--- src/rtl/adc_ctrl_pkg.sv ---
`timescale 1ns/1ps
package adc_ctrl_pkg;
  typedef enum logic [1:0] {
    ST_IDLE,
    ST_PULSE,
    ST_WAIT,
    ST_SETTLE
  } seq_state_t;
endpackage

--- src/rtl/adc_sync.sv ---
`timescale 1ns/1ps
module adc_sync #(
  parameter int STAGES = 2
) (
  input  logic clk,
  input  logic rst_n,
  input  logic d,
  output logic q
);
  generate
    if (STAGES <= 1) begin : g_one
      logic r;
      always_ff @(posedge clk or negedge rst_n) begin
        if (!rst_n) r <= 1'b0;
        else        r <= d;
      end
      assign q = r;
    end else begin : g_chain
      logic [STAGES-1:0] r;
      always_ff @(posedge clk or negedge rst_n) begin
        if (!rst_n) r <= '0;
        else        r <= {r[STAGES-2:0], d};
      end
      assign q = r[STAGES-1];
    end
  endgenerate
endmodule

--- src/rtl/adc_seq.sv ---
`timescale 1ns/1ps
module adc_seq
  import adc_ctrl_pkg::*;
#(
  parameter int PULSE_CYC   = 20,
  parameter int SETTLE_CYC  = 6,
  parameter int TIMEOUT_CYC = 64
) (
  input  logic clk,
  input  logic rst_n,
  input  logic rate_tick,
  input  logic eoc_s,
  output logic start_o,
  output logic oe_n_o,
  output logic latch_o,
  output logic err_o
);
  localparam int MAX_A = (PULSE_CYC > SETTLE_CYC) ? PULSE_CYC : SETTLE_CYC;
  localparam int MAX_C = (MAX_A > TIMEOUT_CYC) ? MAX_A : TIMEOUT_CYC;
  localparam int CNT_W = $clog2(MAX_C + 1);
  localparam logic [CNT_W-1:0] PULSE_LAST  = CNT_W'(PULSE_CYC - 1);
  localparam logic [CNT_W-1:0] SETTLE_LAST = CNT_W'(SETTLE_CYC - 1);
  localparam logic [CNT_W-1:0] TMO_LAST    = CNT_W'(TIMEOUT_CYC - 1);

  seq_state_t       state;
  logic [CNT_W-1:0] cnt;
  logic             seen_hi;
  logic             eoc_done;

  assign eoc_done = seen_hi & ~eoc_s;
  assign latch_o  = (state == ST_SETTLE) && (cnt == SETTLE_LAST);

  always_ff @(posedge clk or negedge rst_n) begin
    if (!rst_n) begin
      state   <= ST_IDLE;
      cnt     <= '0;
      seen_hi <= 1'b0;
      start_o <= 1'b0;
      oe_n_o  <= 1'b1;
      err_o   <= 1'b0;
    end else begin
      case (state)
        ST_IDLE: begin
          if (rate_tick && !eoc_s) begin
            state   <= ST_PULSE;
            cnt     <= '0;
            seen_hi <= 1'b0;
            start_o <= 1'b1;
          end
        end
        ST_PULSE: begin
          if (eoc_s) seen_hi <= 1'b1;
          if (cnt == PULSE_LAST) begin
            state   <= ST_WAIT;
            cnt     <= '0;
            start_o <= 1'b0;
          end else begin
            cnt <= cnt + 1'b1;
          end
        end
        ST_WAIT: begin
          if (eoc_done) begin
            state  <= ST_SETTLE;
            cnt    <= '0;
            oe_n_o <= 1'b0;
          end else begin
            if (eoc_s) seen_hi <= 1'b1;
            if (cnt == TMO_LAST) begin
              err_o <= 1'b1;
              state <= ST_IDLE;
              cnt   <= '0;
            end else begin
              cnt <= cnt + 1'b1;
            end
          end
        end
        ST_SETTLE: begin
          if (cnt == SETTLE_LAST) begin
            state  <= ST_IDLE;
            cnt    <= '0;
            oe_n_o <= 1'b1;
          end else begin
            cnt <= cnt + 1'b1;
          end
        end
        default: state <= ST_IDLE;
      endcase
    end
  end
endmodule

--- src/rtl/adc_fmt.sv ---
`timescale 1ns/1ps
module adc_fmt #(
  parameter int DW = 12
) (
  input  logic [DW-1:0] raw,
  input  logic          twos,
  output logic [DW-1:0] word
);
  assign word = {raw[DW-1] ^ twos, raw[DW-2:0]};
endmodule

--- src/rtl/adc_slot.sv ---
`timescale 1ns/1ps
module adc_slot #(
  parameter int DW    = 12,
  parameter int OVR_W = 8
) (
  input  logic             clk,
  input  logic             rst_n,
  input  logic             load,
  input  logic [DW-1:0]    din,
  input  logic             m_ready,
  output logic             m_valid,
  output logic [DW-1:0]    m_data,
  output logic [OVR_W-1:0] ovr
);
  logic blocked;
  assign blocked = m_valid & ~m_ready;

  always_ff @(posedge clk or negedge rst_n) begin
    if (!rst_n) begin
      m_valid <= 1'b0;
      m_data  <= '0;
      ovr     <= '0;
    end else if (load) begin
      if (blocked) begin
        if (ovr != {OVR_W{1'b1}}) ovr <= ovr + 1'b1;
      end else begin
        m_data  <= din;
        m_valid <= 1'b1;
      end
    end else if (m_valid && m_ready) begin
      m_valid <= 1'b0;
    end
  end
endmodule

--- src/rtl/adc_conv_ctrl.sv ---
`timescale 1ns/1ps
module adc_conv_ctrl #(
  parameter int DW          = 12,
  parameter int PULSE_CYC   = 20,
  parameter int SETTLE_CYC  = 6,
  parameter int TIMEOUT_CYC = 64,
  parameter int SYNC_STAGES = 2,
  parameter int OVR_W       = 8
) (
  input  logic             clk,
  input  logic             rst_n,
  input  logic             rate_tick,
  input  logic             cfg_twos,
  input  logic             adc_eoc,
  input  logic [DW-1:0]    adc_data,
  output logic             adc_start,
  output logic             adc_oe_n,
  output logic             m_valid,
  input  logic             m_ready,
  output logic [DW-1:0]    m_data,
  output logic             err_timeout,
  output logic [OVR_W-1:0] overrun_cnt
);
  logic          eoc_s;
  logic          latch;
  logic [DW-1:0] word;

  adc_sync #(.STAGES(SYNC_STAGES)) u_sync (
    .clk(clk), .rst_n(rst_n), .d(adc_eoc), .q(eoc_s)
  );

  adc_seq #(
    .PULSE_CYC(PULSE_CYC), .SETTLE_CYC(SETTLE_CYC), .TIMEOUT_CYC(TIMEOUT_CYC)
  ) u_seq (
    .clk(clk), .rst_n(rst_n), .rate_tick(rate_tick), .eoc_s(eoc_s),
    .start_o(adc_start), .oe_n_o(adc_oe_n), .latch_o(latch), .err_o(err_timeout)
  );

  adc_fmt #(.DW(DW)) u_fmt (
    .raw(adc_data), .twos(cfg_twos), .word(word)
  );

  adc_slot #(.DW(DW), .OVR_W(OVR_W)) u_slot (
    .clk(clk), .rst_n(rst_n), .load(latch), .din(word), .m_ready(m_ready),
    .m_valid(m_valid), .m_data(m_data), .ovr(overrun_cnt)
  );
endmodule

--- config.mk ---
export PLATFORM = sky130hd
export DESIGN_NAME = adc_conv_ctrl
export DESIGN_NICKNAME = d
export VERILOG_FILES = /design/src/rtl/adc_ctrl_pkg.sv /design/src/rtl/adc_sync.sv /design/src/rtl/adc_seq.sv /design/src/rtl/adc_fmt.sv /design/src/rtl/adc_slot.sv /design/src/rtl/adc_conv_ctrl.sv
export SDC_FILE = /design/constraint.sdc
export NUM_CORES = 1
export LEC_CHECK = 0
export BUFFER_PORTS_ARGS = -buffer_cell sky130_fd_sc_hd__clkbuf_2
export CELL_PAD_IN_SITES_DETAIL_PLACEMENT = 0
export CELL_PAD_IN_SITES_GLOBAL_PLACEMENT = 2
export CORE_AREA = 4 4 84 86
export DETAILED_ROUTE_END_ITERATION = 10
export DIE_AREA = 0 0 88 90
export PLACE_DENSITY = 0.69
export SKIP_LAST_GASP = 1
export SLEW_MARGIN = 25
export SYNTH_ARGS = -nofsm -noshare
export SYNTH_HDL_FRONTEND = slang
export SYNTH_SLANG_ARGS = --single-unit
--- constraint.sdc ---
create_clock -name clk -period 1.7 [get_ports clk]
set_input_delay 0.255 -clock clk [delete_from_list [all_inputs] [get_ports clk]]
set_output_delay 0.255 -clock clk [all_outputs]
set_load 0.03 [all_outputs]
# After elaboration in Yosys (flattened, before gate mapping)
# Index checks and enable logic that the tools add are counted.
# totals
reg_bits	36
in_bits	18
word_cells	75
out_inout_bits	24
# classes
mux	25
n_bitwise	7
reduce_logical	17
addsub	2
n_eq_ne	14
# ops
op	n
$mux W7	5
$pmux W7 S4	1
$reduce_and A3 Y1	5
$mux W1	10
$mux W2	5
$add A8 B1 Y8 const B	1
$ne A8 B8 Y1 const B	1
$pmux W2 S4	1
$add A7 B1 Y7 const B	1
$eq A7 B3 Y1 const B	1
$eq A7 B5 Y1 const B	1
$eq A7 B6 Y1 const B	1
$ne A2 B1 Y1 const B	3
$ne A2 B2 Y1 const B	3
$reduce_bool A2 Y1	3
$eq A2 B2 Y1 const B	2
$not A1 Y1	4
$pmux W1 S2	2
$reduce_and A2 Y1	2
$reduce_and A4 Y1	1
$logic_and A1 B1 Y1	3
$ne A3 B1 Y1 const B	1
$pmux W1 S3	1
$reduce_bool A3 Y1	1
other kinds (5)	6

# Depth between registers and ports, before layout
# depth
depth_word	4
ltp_mapped	8

# By module
# From an unflattened synthesis, not the netlist that was laid out.
# hier_totals
cells_unflattened	167
hier_area_um2	1870.5
# modules_own_cells
module	instances	cells_each	seq_area_each_um2	area_each_um2
adc_slot	1	62	525.5	870.8
adc_seq	1	91	326.6	858.3
adc_fmt	1	12	0.0	91.3
adc_sync	1	2	50.0	50.0

# Least setup slack after synthesis
# No wires, ideal clock.
# synth_timing
path_kind	register -> register
from	reg u_slot.ovr[0]
to	reg u_slot.ovr[1]
path_buffers	0
arrival_ns	1.721
slack_ns	-0.146
setup_ns	0.125
path_stages_with_launch	5
required_time_ns	1.575
cell_sequence	dfrtp_1 > ha_1 > nand2_1 > o31ai_2 > mux2_2
# synth_between
elab_chain_len	2
word_cells_on_any_way	3
# synth_rtl
element	line	rtl
from (decl)	adc_slot.sv:13	output logic [OVR_W-1:0] ovr
from (signal assigned)	adc_slot.sv:25	if (ovr != {OVR_W{1'b1}}) ovr <= ovr + 1'b1;
branches (longest 2 deep; another with $add A8 B1 Y8)	-	
# Parallel ways; which one is timed is not known.
# A chain may end at the register's enable or synchronous reset.

# Worst setup path after layout
# layout_timing
from	reg u_seq.cnt[3]
to	reg u_slot.ovr[7]
# layout_between
elab_chain_len	3
# layout_rtl
element	line	rtl
from (decl)	adc_seq.sv:26	logic [CNT_W-1:0] cnt;
from (signal assigned)	adc_seq.sv:58	cnt <= cnt + 1'b1;
from (signal assigned)	adc_seq.sv:73	cnt <= cnt + 1'b1;
from (signal assigned)	adc_seq.sv:83	cnt <= cnt + 1'b1;
$eq A7 B3 Y1	adc_seq.sv:31	assign latch_o = (state == ST_SETTLE) && (cnt == SETTLE_LAST);
$logic_and A1 B1 Y1	adc_seq.sv:31	
$reduce_and A3 Y1 (no source line)	-	
# No other way between the ends.

==> metrics.md <==
| Metric | Value |
|---|---|
| Result of the run | finished with violations |
| Failing checks | hold timing, setup timing |
| Endpoint type of the worst setup path | flip-flop |
| Number of cells in the finished layout apart from fillers | 313 |
| CTS Buf Count | 5 |
| Mapped cell area | 1740 sq um |
| Total number of clock tree sinks | 36 |
| Kind of path behind the tightest hold check | in -> async |
| Worst Tran Pin Value | 464 ps |
| Seq/Total Area, Yosys | 51.9% |
| Number of levels in the clock H-tree | 2 |
| Data arrival at the endpoint of the critical path | 1970 ps |
| Power per Cell Area | 1200 nW/um^2 |
| I/O pins | 42 |
| Ratio of final minimum period to clock period | 103% |
| Mean area per synthesized cell | 10.8 sq um |
| Count of nets after finishing | 261 |
| Minimum clock period | 1760 ps |
| Area fraction of the dominant cell type after synthesis | 50.4% |
| Worst Hold Margin | -7.38 ps |
| Pin count of the biggest net entering global routing | 37 |
| Worst Setup Slack, final | -56.9 ps |
| Share of power burned in registers | 36.7% |
| Antenna cells | 0 |
| Psw | 1.05 mW |
| Worst Path Required | 1910 ps |
| Routed via count | 1383 |
| Yosys cell types | 31 |
| Latest clock arrival within the worst-skew pair | 290 ps |
| Fraction of final layout cells with drive strength greater than 1 | 47.0% |
| Height of the die | 90 um |
| Final clock skew | 8.76 ps |
| Pwr Total | 2.92 mW |
| Max-slew violation count | 0 |
| Max Clk Rate | 569 MHz |
| Global route total overflow | 0 |
| Clock tree from TritonCTS | built |
| Switching Share | 35.9% |
| Static Leak | 1.21 nW |
| Slew margin rel. | 69.0% |
| Die width | 88 um |
| Internal portion of total power | 1.87 mW |
| Effective utilization at floorplan | 27.7% |
| Via/cell ratio | 4.42 |
| Floorplan core area | 6280 sq um |
| Power share of the combinational group | 37.3% |
| Placed Cells | 301 |
| Category of the critical setup timing path | reg -> reg |
| Fill cell instance count of the final layout | 649 |
| Cell count after synthesis | 161 |
| Initial DRC count | 49 |
| Number of hold violations in the final report | 5 |
| Count of buffers inserted at the top-level ports | 41 |
| Worst vdd rail ir drop | 515 uV |
| Full die area | 7920 sq um |
| Overall Global Routing Usage | 11.2% |
| Average detailed-routed wire length per instance | 13.0 um |
| Register bit total from synthesis | 36 |
| Final HPWL from detailed placement | 3060 um |
| Buffer type at the clock tree root | clkbuf_8 |
| Total detailed-routing wirelength | 4060 um |
| Count of final setup violators | 17 |
| Via count of the first global-routing pass | 1466 |
| Net count after synthesis | 187 |
| Final weighted congestion of routability-driven global placement | 0.727 |
| Startpoint Class | flip-flop |
| Maximum fanout encountered on the critical timing path | 7 |
| Register clock-pin slew on the reported worst setup and hold paths | 80 ps |
| Max capacitance violation total | 0 |
| Maximum buffer depth of the clock tree | 2 |
| Number of antenna violations at the first check in global routing | 0 |
| Std-Cell Rows | 29 |
| Remaining routing DRC violations | 0 |
| Layout-stage area growth over the synthesis result | 39.8% |
| Initial DRT Pass Iterations | 4 |
| Count of hold-fix buffers inserted at cts | 0 |
| Residual antenna-violating net count after detailed routing | 0 |
| Unrepaired setup endpoints after global routing | true |
| Wire length of the first global-routing pass | 7150 um |
| Cell type with the largest total area after synthesis | dfrtp_1 |
| Clock power frac | 26.1% |
| Yosys synthesis warning count | 0 |
| Synth top area cells | dfrtp_1 50%, mux2_2 7.8%, ha_1 5.8% |
-- worst paths after layout --
| path | startpoint | endpoint | slack (ps) | cells after the start |
|---|---|---|---|---|
| worst max-delay path | u_seq.cnt[3]$_DFFE_PN0N_ | u_slot.ovr[7]$_DFFE_PN0P_ | -60 | 5 |
| worst min-delay path | rst_n | u_seq.cnt[4]$_DFFE_PN0N_ | -7 | 2 |
| worst max register to register | u_seq.cnt[3]$_DFFE_PN0N_ | u_slot.ovr[7]$_DFFE_PN0P_ | -60 | 5 |
| worst min register to register | u_sync.g_chain.r[0]$_DFF_PN0_ | u_sync.g_chain.r[1]$_DFF_PN0_ | 350 | 0 |
| max in group asynchronous | rst_n | u_slot.ovr[1]$_DFFE_PN0P_ | 1350 | 2 |
| min in group clk | adc_eoc | u_sync.g_chain.r[0]$_DFF_PN0_ | 80 | 1 |
-- worst max-delay path, cell delays in order, from the launching register on --
cell,delay (ps)
dfrtp_1,390
or3_4,420
nor4_4,350
o31ai_4,180
nor4_2,190
xor2_1,160
-- cells in the mapped netlist --
master    count
a21o_1        1
a21oi_1      11
a31o_2        1
a31oi_1       3
and2_1        1
buf_2         1
clkbuf_1      1
dfrtp_1      35
dfstp_2       1
ha_1          8
inv_1         6
mux2_2       12
mux2i_1       2
nand2_1      15
nand2b_1      4
nand3_1       6
nand3b_1      3
nor2_1       15
nor2b_1       3
nor3_1        5
nor4_2        1
nor4_4        1
o2111a_1      1
o21ai_0       9
o221ai_1      1
o22ai_1       3
o31ai_2       1
or2_2         1
or3_4         1
xnor2_1       4
xor2_1        4
-- what timing repair did --
action | CTS | global route
setup endpoints to repair | 20 | 27
pin swaps | 4 | 5
resized for setup | 1 | 13
buffers inserted | 1 | 3
-- sequential cells by signal, summed over array words and instances (netlist names) --
name              cells
u_seq.start_o         1
u_seq.err_o           1
u_slot.ovr            8
u_seq.cnt             7
u_seq.oe_n_o          1
u_seq.state           2
u_slot.m_valid        1
u_seq.seen_hi         1
u_slot.m_data        12
u_sync.g_chain.r      2
-- power by group through the flow --
stage                     sequential (mW)  clock [mW]  combinational, mW
after global routing                 1.09       0.842               1.22
after CTS                            1.07       0.789               1.01
final                                1.07       0.760               1.09
after global placement               1.08           0               1.01
after detailed placement             1.08           0               1.01
after floorplan                      1.16           0              0.560
-- area by class of cell --
| cell class | instances | area [sq um] | share of cell area [%] |
|---|---|---|---|
| inverter | 6 | 22.5 | 0.928 |
| clock buffer | 6 | 72.6 | 2.99 |
| timing repair buffer | 69 | 428 | 17.6 |
| multi-input combinational | 117 | 868 | 35.8 |
| clock inverter | 2 | 35.0 | 1.44 |
| sequential | 36 | 905 | 37.3 |
| tap | 77 | 96.3 | 3.97 |
-- cells in the final DEF, fill, tap and decap left out, types with 2 or more instances in the layout --
cell type / synthesis / routed
a21oi_1: 11 / 11
nand3_1: 6 / 5
nor2_1: 15 / 13
buf_4: 0 / 27
dfrtp_1: 35 / 33
xnor2_1: 4 / 4
mux2i_1: 2 / 2
o21ai_0: 9 / 6
o21ai_1: 0 / 2
mux2_2: 12 / 12
xor2_1: 4 / 4
inv_1: 6 / 5
nand2_1: 15 / 14
nor3_2: 0 / 4
clkbuf_8: 0 / 5
o22ai_2: 0 / 2
nand3b_1: 3 / 3
clkbuf_2: 0 / 41
ha_1: 8 / 8
nor2b_1: 3 / 3
nor2_2: 0 / 2
nand2b_1: 4 / 4
dfrtp_2: 0 / 2
a31oi_1: 3 / 3
-- layer usage --
layer / GRT usage [%] / wire length, um / vias to the layer above
li1: - / - / 708
met1: 16.1 / 2010 / 636
met2: 16.3 / 1770 / 36
met3: 3.84 / 256 / 3
met4: 2.30 / 18 / 0
met5: 0 / 0 / -
-- cells by family (layout without fill, tap and decap cells) --
logic type | count (synthesis) | count (layout) | synth area share, %
AO/OA/AOI/OAI | 31 | 31 | 10.7
AND/OR/NAND/NOR | 56 | 56 | 16.8
adder cells (fa/ha/maj) | 8 | 8 | 5.76
flip-flops | 36 | 36 | 51.9
XOR/XNOR | 8 | 8 | 4.03
buffers and inverters | 8 | 83 | 1.80
multiplexers | 14 | 14 | 8.93
-- stage by stage --
stage / utilization [%] / TNS [ps] / setup slack [ps] / hold WS [ps] / instance area, sq um
2_1_floorplan: - / -136 / -48.2 / -40.6 / 1760
3_3_place_gp: 35.8 / -267 / -44.9 / 337 / 2250
3_5_place_dp: 35.8 / -381 / -71.9 / 338 / 2250
4_1_cts: 37.6 / -559 / -64.5 / 21.7 / 2360
5_1_grt: 38.7 / -2040 / -141 / 33.0 / 2430
6_report: 38.7 / -517 / -56.9 / -7.38 / 2430
Note: power is estimated with default switching activity, not from simulation.
